<file path="config.mk">
export PLATFORM = sky130hd
export DESIGN_NAME = speed_mode_sel
export DESIGN_NICKNAME = d
export VERILOG_FILES = /design/src/rtl/spdsel_pkg.sv /design/src/rtl/spdsel_period_meter.sv /design/src/rtl/spdsel_ratio_class.sv /design/src/rtl/spdsel_mst_decode.sv /design/src/rtl/speed_mode_sel.sv
export SDC_FILE = /design/constraint.sdc
export NUM_CORES = 1
export LEC_CHECK = 0
export BUFFER_PORTS_ARGS = -buffer_cell sky130_fd_sc_hd__buf_2
export CAP_MARGIN = 15
export CORE_MARGIN = 2
export CORE_UTILIZATION = 32
export DETAILED_ROUTE_END_ITERATION = 8
export PLACE_DENSITY = 0.52
export REMOVE_ABC_BUFFERS = 1
export SLEW_MARGIN = 0
export SYNTH_ARGS = -nofsm -noshare
export SYNTH_HDL_FRONTEND = slang
export SYNTH_SLANG_ARGS = --single-unit
</file>
<file path="constraint.sdc">
create_clock -name clk_i -period 2.2 [get_ports clk_i]
set_input_delay 0.33 -clock clk_i [delete_from_list [all_inputs] [get_ports clk_i]]
set_output_delay 0.33 -clock clk_i [all_outputs]
set_load 0.05 [all_outputs]
</file>
<file path="src/rtl/spdsel_pkg.sv">
`timescale 1ns/1ps
package spdsel_pkg;

  typedef enum logic [1:0] {
    SPD_NORMAL = 2'b00,
    SPD_DOUBLE = 2'b01,
    SPD_QUAD   = 2'b10,
    SPD_NONE   = 2'b11
  } speed_e;

  localparam int NUM_NOMINAL = 6;

  // nominal master clocks per frame, ascending
  function automatic int nominal_ratio(input int idx);
    case (idx)
      0:       return 128;
      1:       return 192;
      2:       return 256;
      3:       return 384;
      4:       return 512;
      default: return 768;
    endcase
  endfunction

  function automatic speed_e nominal_class(input int idx);
    if (idx < 2)      return SPD_QUAD;
    else if (idx < 4) return SPD_DOUBLE;
    else              return SPD_NORMAL;
  endfunction

endpackage

</file>
<file path="src/rtl/spdsel_period_meter.sv">
`timescale 1ns/1ps
module spdsel_period_meter #(
  parameter int CNT_W = 10
) (
  input  logic             clk_i,
  input  logic             rst_ni,
  input  logic             clr_i,
  input  logic             frame_clk_i,
  output logic             meas_vld_o,
  output logic [CNT_W-1:0] meas_cnt_o
);

  logic             frame_q;
  logic             armed_q;
  logic [CNT_W-1:0] cnt_q;
  logic             rise;

  assign rise       = frame_clk_i & ~frame_q;
  assign meas_vld_o = rise & armed_q;
  assign meas_cnt_o = cnt_q;

  always_ff @(posedge clk_i or negedge rst_ni) begin
    if (!rst_ni) begin
      frame_q <= 1'b0;
      armed_q <= 1'b0;
      cnt_q   <= '0;
    end else if (clr_i) begin
      frame_q <= 1'b0;
      armed_q <= 1'b0;
      cnt_q   <= '0;
    end else begin
      frame_q <= frame_clk_i;
      if (rise) begin
        armed_q <= 1'b1;
        cnt_q   <= CNT_W'(1);
      end else if (cnt_q != '1) begin
        cnt_q <= cnt_q + CNT_W'(1);   // saturates, out-of-range reads as invalid
      end
    end
  end

endmodule

</file>
<file path="src/rtl/spdsel_ratio_class.sv">
`timescale 1ns/1ps
module spdsel_ratio_class
  import spdsel_pkg::*;
#(
  parameter int CNT_W = 10,
  parameter int TOL   = 2
) (
  input  logic [CNT_W-1:0] cnt_i,
  output logic             hit_o,
  output speed_e           class_o
);

  logic [NUM_NOMINAL-1:0] match;

  for (genvar g = 0; g < NUM_NOMINAL; g++) begin : g_nom
    localparam logic [CNT_W-1:0] LO = CNT_W'(nominal_ratio(g) - TOL);
    localparam logic [CNT_W-1:0] HI = CNT_W'(nominal_ratio(g) + TOL);
    assign match[g] = (cnt_i >= LO) && (cnt_i <= HI);
  end

  always_comb begin
    hit_o   = |match;
    class_o = SPD_NORMAL;
    for (int i = 0; i < NUM_NOMINAL; i++) begin
      if (match[i]) class_o = nominal_class(i);
    end
  end

endmodule

</file>
<file path="src/rtl/spdsel_mst_decode.sv">
`timescale 1ns/1ps
module spdsel_mst_decode
  import spdsel_pkg::*;
#(
  parameter int RATIO_W = 10
) (
  input  logic [2:0]         sel_i,
  input  speed_e             speed_i,
  output logic [RATIO_W-1:0] ratio_o,
  output logic               ok_o
);

  logic is_n, is_d, is_q;

  assign is_n = (speed_i == SPD_NORMAL);
  assign is_d = (speed_i == SPD_DOUBLE);
  assign is_q = (speed_i == SPD_QUAD);

  always_comb begin
    ratio_o = '0;
    ok_o    = 1'b0;
    case (sel_i)
      3'b000: begin ratio_o = RATIO_W'(256); ok_o = is_n | is_d; end
      3'b001: begin ratio_o = RATIO_W'(384); ok_o = is_n | is_d; end
      3'b010: begin ratio_o = RATIO_W'(512); ok_o = is_n;        end
      3'b011: begin ratio_o = RATIO_W'(768); ok_o = is_n;        end
      3'b100: begin ratio_o = RATIO_W'(128); ok_o = is_d | is_q; end
      3'b101: begin ratio_o = RATIO_W'(192); ok_o = is_d | is_q; end
      default: begin ratio_o = '0; ok_o = 1'b0; end
    endcase
  end

endmodule

</file>
<file path="src/rtl/speed_mode_sel.sv">
`timescale 1ns/1ps
module speed_mode_sel
  import spdsel_pkg::*;
#(
  parameter int TOL       = 2,
  parameter int MAX_RATIO = 768
) (
  input  logic                              clk_i,
  input  logic                              rst_ni,
  input  logic                              port_rst_i,
  input  logic                              frame_clk_i,
  input  logic                              auto_mode_i,
  input  logic [1:0]                        man_speed_i,
  input  logic [2:0]                        mst_ratio_sel_i,
  output logic [1:0]                        speed_o,
  output logic                              adc_pd_o,
  output logic                              dac_pd_o,
  output logic                              ratio_bad_o,
  output logic [$clog2(MAX_RATIO+1)-1:0]    mst_ratio_o,
  output logic                              mst_ratio_ok_o
);

  localparam int CNT_W   = $clog2(MAX_RATIO + TOL + 1);
  localparam int RATIO_W = $clog2(MAX_RATIO + 1);

  logic             meas_vld;
  logic [CNT_W-1:0] meas_cnt;
  logic             cls_hit;
  speed_e           cls;

  speed_e speed_q;
  speed_e cand_q;
  logic   cand_vld_q;
  logic   bad_q;
  logic   na_q;

  spdsel_period_meter #(.CNT_W(CNT_W)) u_meter (
    .clk_i       (clk_i),
    .rst_ni      (rst_ni),
    .clr_i       (port_rst_i),
    .frame_clk_i (frame_clk_i),
    .meas_vld_o  (meas_vld),
    .meas_cnt_o  (meas_cnt)
  );

  spdsel_ratio_class #(.CNT_W(CNT_W), .TOL(TOL)) u_class (
    .cnt_i   (meas_cnt),
    .hit_o   (cls_hit),
    .class_o (cls)
  );

  always_ff @(posedge clk_i or negedge rst_ni) begin
    if (!rst_ni) begin
      speed_q    <= SPD_NORMAL;
      cand_q     <= SPD_NORMAL;
      cand_vld_q <= 1'b0;
      bad_q      <= 1'b0;
      na_q       <= 1'b0;
    end else if (port_rst_i) begin
      speed_q    <= SPD_NORMAL;
      cand_q     <= SPD_NORMAL;
      cand_vld_q <= 1'b0;
      bad_q      <= 1'b0;
      na_q       <= 1'b0;
    end else begin
      if (meas_vld) begin
        if (cls_hit) begin
          bad_q      <= 1'b0;
          cand_q     <= cls;
          cand_vld_q <= 1'b1;
          // second agreeing frame commits
          if (auto_mode_i && cand_vld_q && (cand_q == cls)) speed_q <= cls;
        end else begin
          bad_q      <= 1'b1;
          cand_vld_q <= 1'b0;
        end
      end
      if (!auto_mode_i) begin
        na_q <= (man_speed_i == 2'b11);
        if (man_speed_i != 2'b11) speed_q <= speed_e'(man_speed_i);
      end else begin
        na_q <= 1'b0;
      end
    end
  end

  spdsel_mst_decode #(.RATIO_W(RATIO_W)) u_mst (
    .sel_i   (mst_ratio_sel_i),
    .speed_i (speed_q),
    .ratio_o (mst_ratio_o),
    .ok_o    (mst_ratio_ok_o)
  );

  assign speed_o     = speed_q;
  assign ratio_bad_o = bad_q;
  assign dac_pd_o    = ~rst_ni | port_rst_i | na_q;
  assign adc_pd_o    = ~rst_ni | port_rst_i | na_q | (speed_q != SPD_NORMAL);

endmodule

</file>
==> flow_metrics.tcl <==
set metrics [dict create \
    endpoint "cand_q[1]" \
    clockBufferDepth 2 \
    rsz0062_at_grt "false" \
    period_minus_slack_ns 2.03 \
    core_mm2 0.00372 \
    status "completed" \
    fin_nets 170 \
    row_count 22 \
    syn_area_mm2 0.00126 \
    synthFlopType "dfrtp_1" \
    hp-class "input port to asynchronous set/reset pin" \
    vias_per_cell 4.97 \
    die_area_mm2 0.00447 \
    r2r_start "u_meter.meas_cnt_o[3]" \
    ioPinCount 26 \
    finalMaxSlewViolations 0 \
    grt_start_max_net_pins 20 \
    cts_htree_levels 1 \
    grt_first_pass_wirelength_um 4240 \
    start_util_pct 34.0 \
    drt-initial-drc-count 30 \
    dp_hpwl_um 1990 \
    cts_tree "built" \
    cts.sinks 19 \
    numCtsBuffers 3 \
    synth_edf_count 0 \
    fmax_mhz 492 \
    required_ns 2.35 \
    skew_ns 0.00254 \
    insertion_delay_ns 0.26 \
    cts-resized-gates 0 \
    crit_path_max_fanout 8 \
    drive_above_1_share_pct 25.5 \
    arrival_ns 2.18 \
    hold_buffers 0 \
    path_clk_slew_ns 0.07 \
    async_flop_share_pct 100 \
    routabilityCongestion 0.774 \
    ant_nets 0 \
    p_leak_uw 0.000611 \
    rr_endpoint "cand_q[1]" \
    cp-startpoint "u_meter.meas_cnt_o[3]" \
    power_density_mw_per_mm2 534 \
    grt_pass1_vias 923 \
    setup_ws_ns 0.168 \
    wire_per_inst_um 12.7 \
    worstSetupEndpointType "register" \
    criticalPathCategory "register to register" \
    die_h_um 66.8 \
    setup_tns_ns 0 \
    hold_viol 0 \
    ir_drop_mv 0.255 \
    antennaDiodeCount 0 \
    grt_overflow 0 \
    n_fill_cell 387 \
    grt_use_total_pct 12.9 \
    area_growth_pct 13.8 \
    vias 1018 \
    syn_area_per_cell_um2 9.16 \
    worstSetupStartpointType "register" \
    dp_slack_ns 0.156 \
    synthTopCellsByArea "dfrtp_1, nor2_1, xor2_1" \
    die_x_um 66.8 \
    totalWireLength_um 2600 \
    fin_crit_sh_pct 92.3 \
    ys_seq_area_share_pct 37.6 \
    yosysWarnings 0 \
    rr_worst_depth 6 \
    synth_top_cell_by_area "dfrtp_1" \
    maxCapViolations 0 \
    synth_cell_type_count 48 \
    r2r_slack_ns 0.17 \
    cts_root_buffer "clkbuf_8" \
    antenna_found_initial 0 \
    synth_seq_cells 19 \
    synth_top_area_share_pct 37.6 \
    post_cts_buffers 0 \
    drcViolationCount 0 \
    netlist_instances 138 \
    io_buffers 19 \
    drt-pass1-iter-count 4 \
    setup_viol 0 \
]
==> where the power goes <==
group,internal (uW),total (uW),switching (uW)
Combinational,39.0,153,114
Sequential,359,370,10.8
Clock,126,245,119
==> logic make-up after synthesis <==
family,share of synthesized area (%)
buf+inv,6.34
mux,1.58
xor+xnor,6.24
other cells,0.297
simple gates,29.6
fa+ha+maj,1.98
flops,37.6
compound gates,16.3
==> placed cells by master (no fill, tap or decap), types with 2 or more instances in the layout <==
cell type,netlist,routed
nand3b_1,2,2
or2_2,2,2
nor3_1,4,4
xor2_1,6,6
ha_1,2,2
buf_4,6,3
o211ai_1,2,2
mux2i_1,2,2
clkbuf_8,0,3
a21oi_1,9,9
dfrtp_1,19,19
inv_1,3,3
xnor2_1,3,3
a211oi_1,2,2
nand2_1,11,11
nand4_1,3,3
o21ai_0,3,3
nor2_1,20,20
nor2b_1,4,4
conb_1,1,6
buf_2,1,19
nand3_1,3,3
==> registers in the layout (all words and copies together) (netlist names) <==
register,cells
speed_o,2
ratio_bad_o,1
cand_q,2
na_q,1
u_meter.armed_q,1
cand_vld_q,1
u_meter.meas_cnt_o,10
u_meter.frame_q,1
==> synthesized netlist by cell type, types with 2 or more instances <==
master	number
nor2_1	20
dfrtp_1	19
nand2_1	11
a21oi_1	9
buf_4	6
xor2_1	6
clkbuf_1	4
nor2b_1	4
nor3_1	4
inv_1	3
nand3_1	3
nand4_1	3
o21ai_0	3
xnor2_1	3
a211oi_1	2
ha_1	2
mux2i_1	2
nand3b_1	2
o211ai_1	2
or2_2	2
==> metal layers <==
layer  track usage [%]  vias up  part of all wire [%]
li1                  -      512                     -
met1              16.5      478                    48
met2              20.8       23                    46
met3              2.03        5                   3.9
met4              6.89        0                   2.0
met5                 0        -                     0
==> cell type report <==
| cell class | count | area, um^2 | area share, % |
|---|---|---|---|
| Sequential cell | 19 | 475 | 33.1 |
| Inverter | 3 | 11.3 | 0.783 |
| Tap cell | 48 | 60.1 | 4.18 |
| Clock inverter | 1 | 5.00 | 0.348 |
| Timing Repair Buffer | 22 | 118 | 8.18 |
| Clock buffer | 3 | 41.3 | 2.87 |
| Multi-Input combinational cell | 109 | 727 | 50.6 |
==> worst min-delay path by stage <==
| stage | start | end | slack, ns | depth (start not counted) |
|---|---|---|---|---|
| floorplan | rst_ni | cand_q[0] | 0.03 | 0 |
| global placement | rst_ni | u_meter.meas_cnt_o[7] | 0.35 | 2 |
| detailed placement | rst_ni | u_meter.meas_cnt_o[7] | 0.36 | 2 |
| CTS | rst_ni | u_meter.meas_cnt_o[8] | 0.07 | 2 |
| global route | rst_ni | u_meter.meas_cnt_o[8] | 0.07 | 2 |
| finish | rst_ni | u_meter.meas_cnt_o[8] | 0.06 | 2 |
==> worst max-delay path, cell delays in order, from the launching register on <==
cell and delay (ns):
dfrtp_1 0.46, nor4_4 0.31, nand3_2 0.13, a2111oi_4 0.56
and4bb_4 0.28, o21ai_1 0.12, a21oi_1 0.07
==> stage by stage <==
stage	cells	hold slack [ns]	cell area [um^2]	utilization, %	total power, uW
2_1_floorplan	131	0.0344	1210	-	481
3_3_place_gp	201	0.354	1390	37.4	529
3_5_place_dp	201	0.360	1390	37.4	531
4_1_cts	205	0.0692	1440	38.7	782
5_1_grt	205	0.0689	1440	38.7	812
6_report	205	0.0551	1440	38.7	768
No activity file was read; power rests on OpenSTA's default activity.
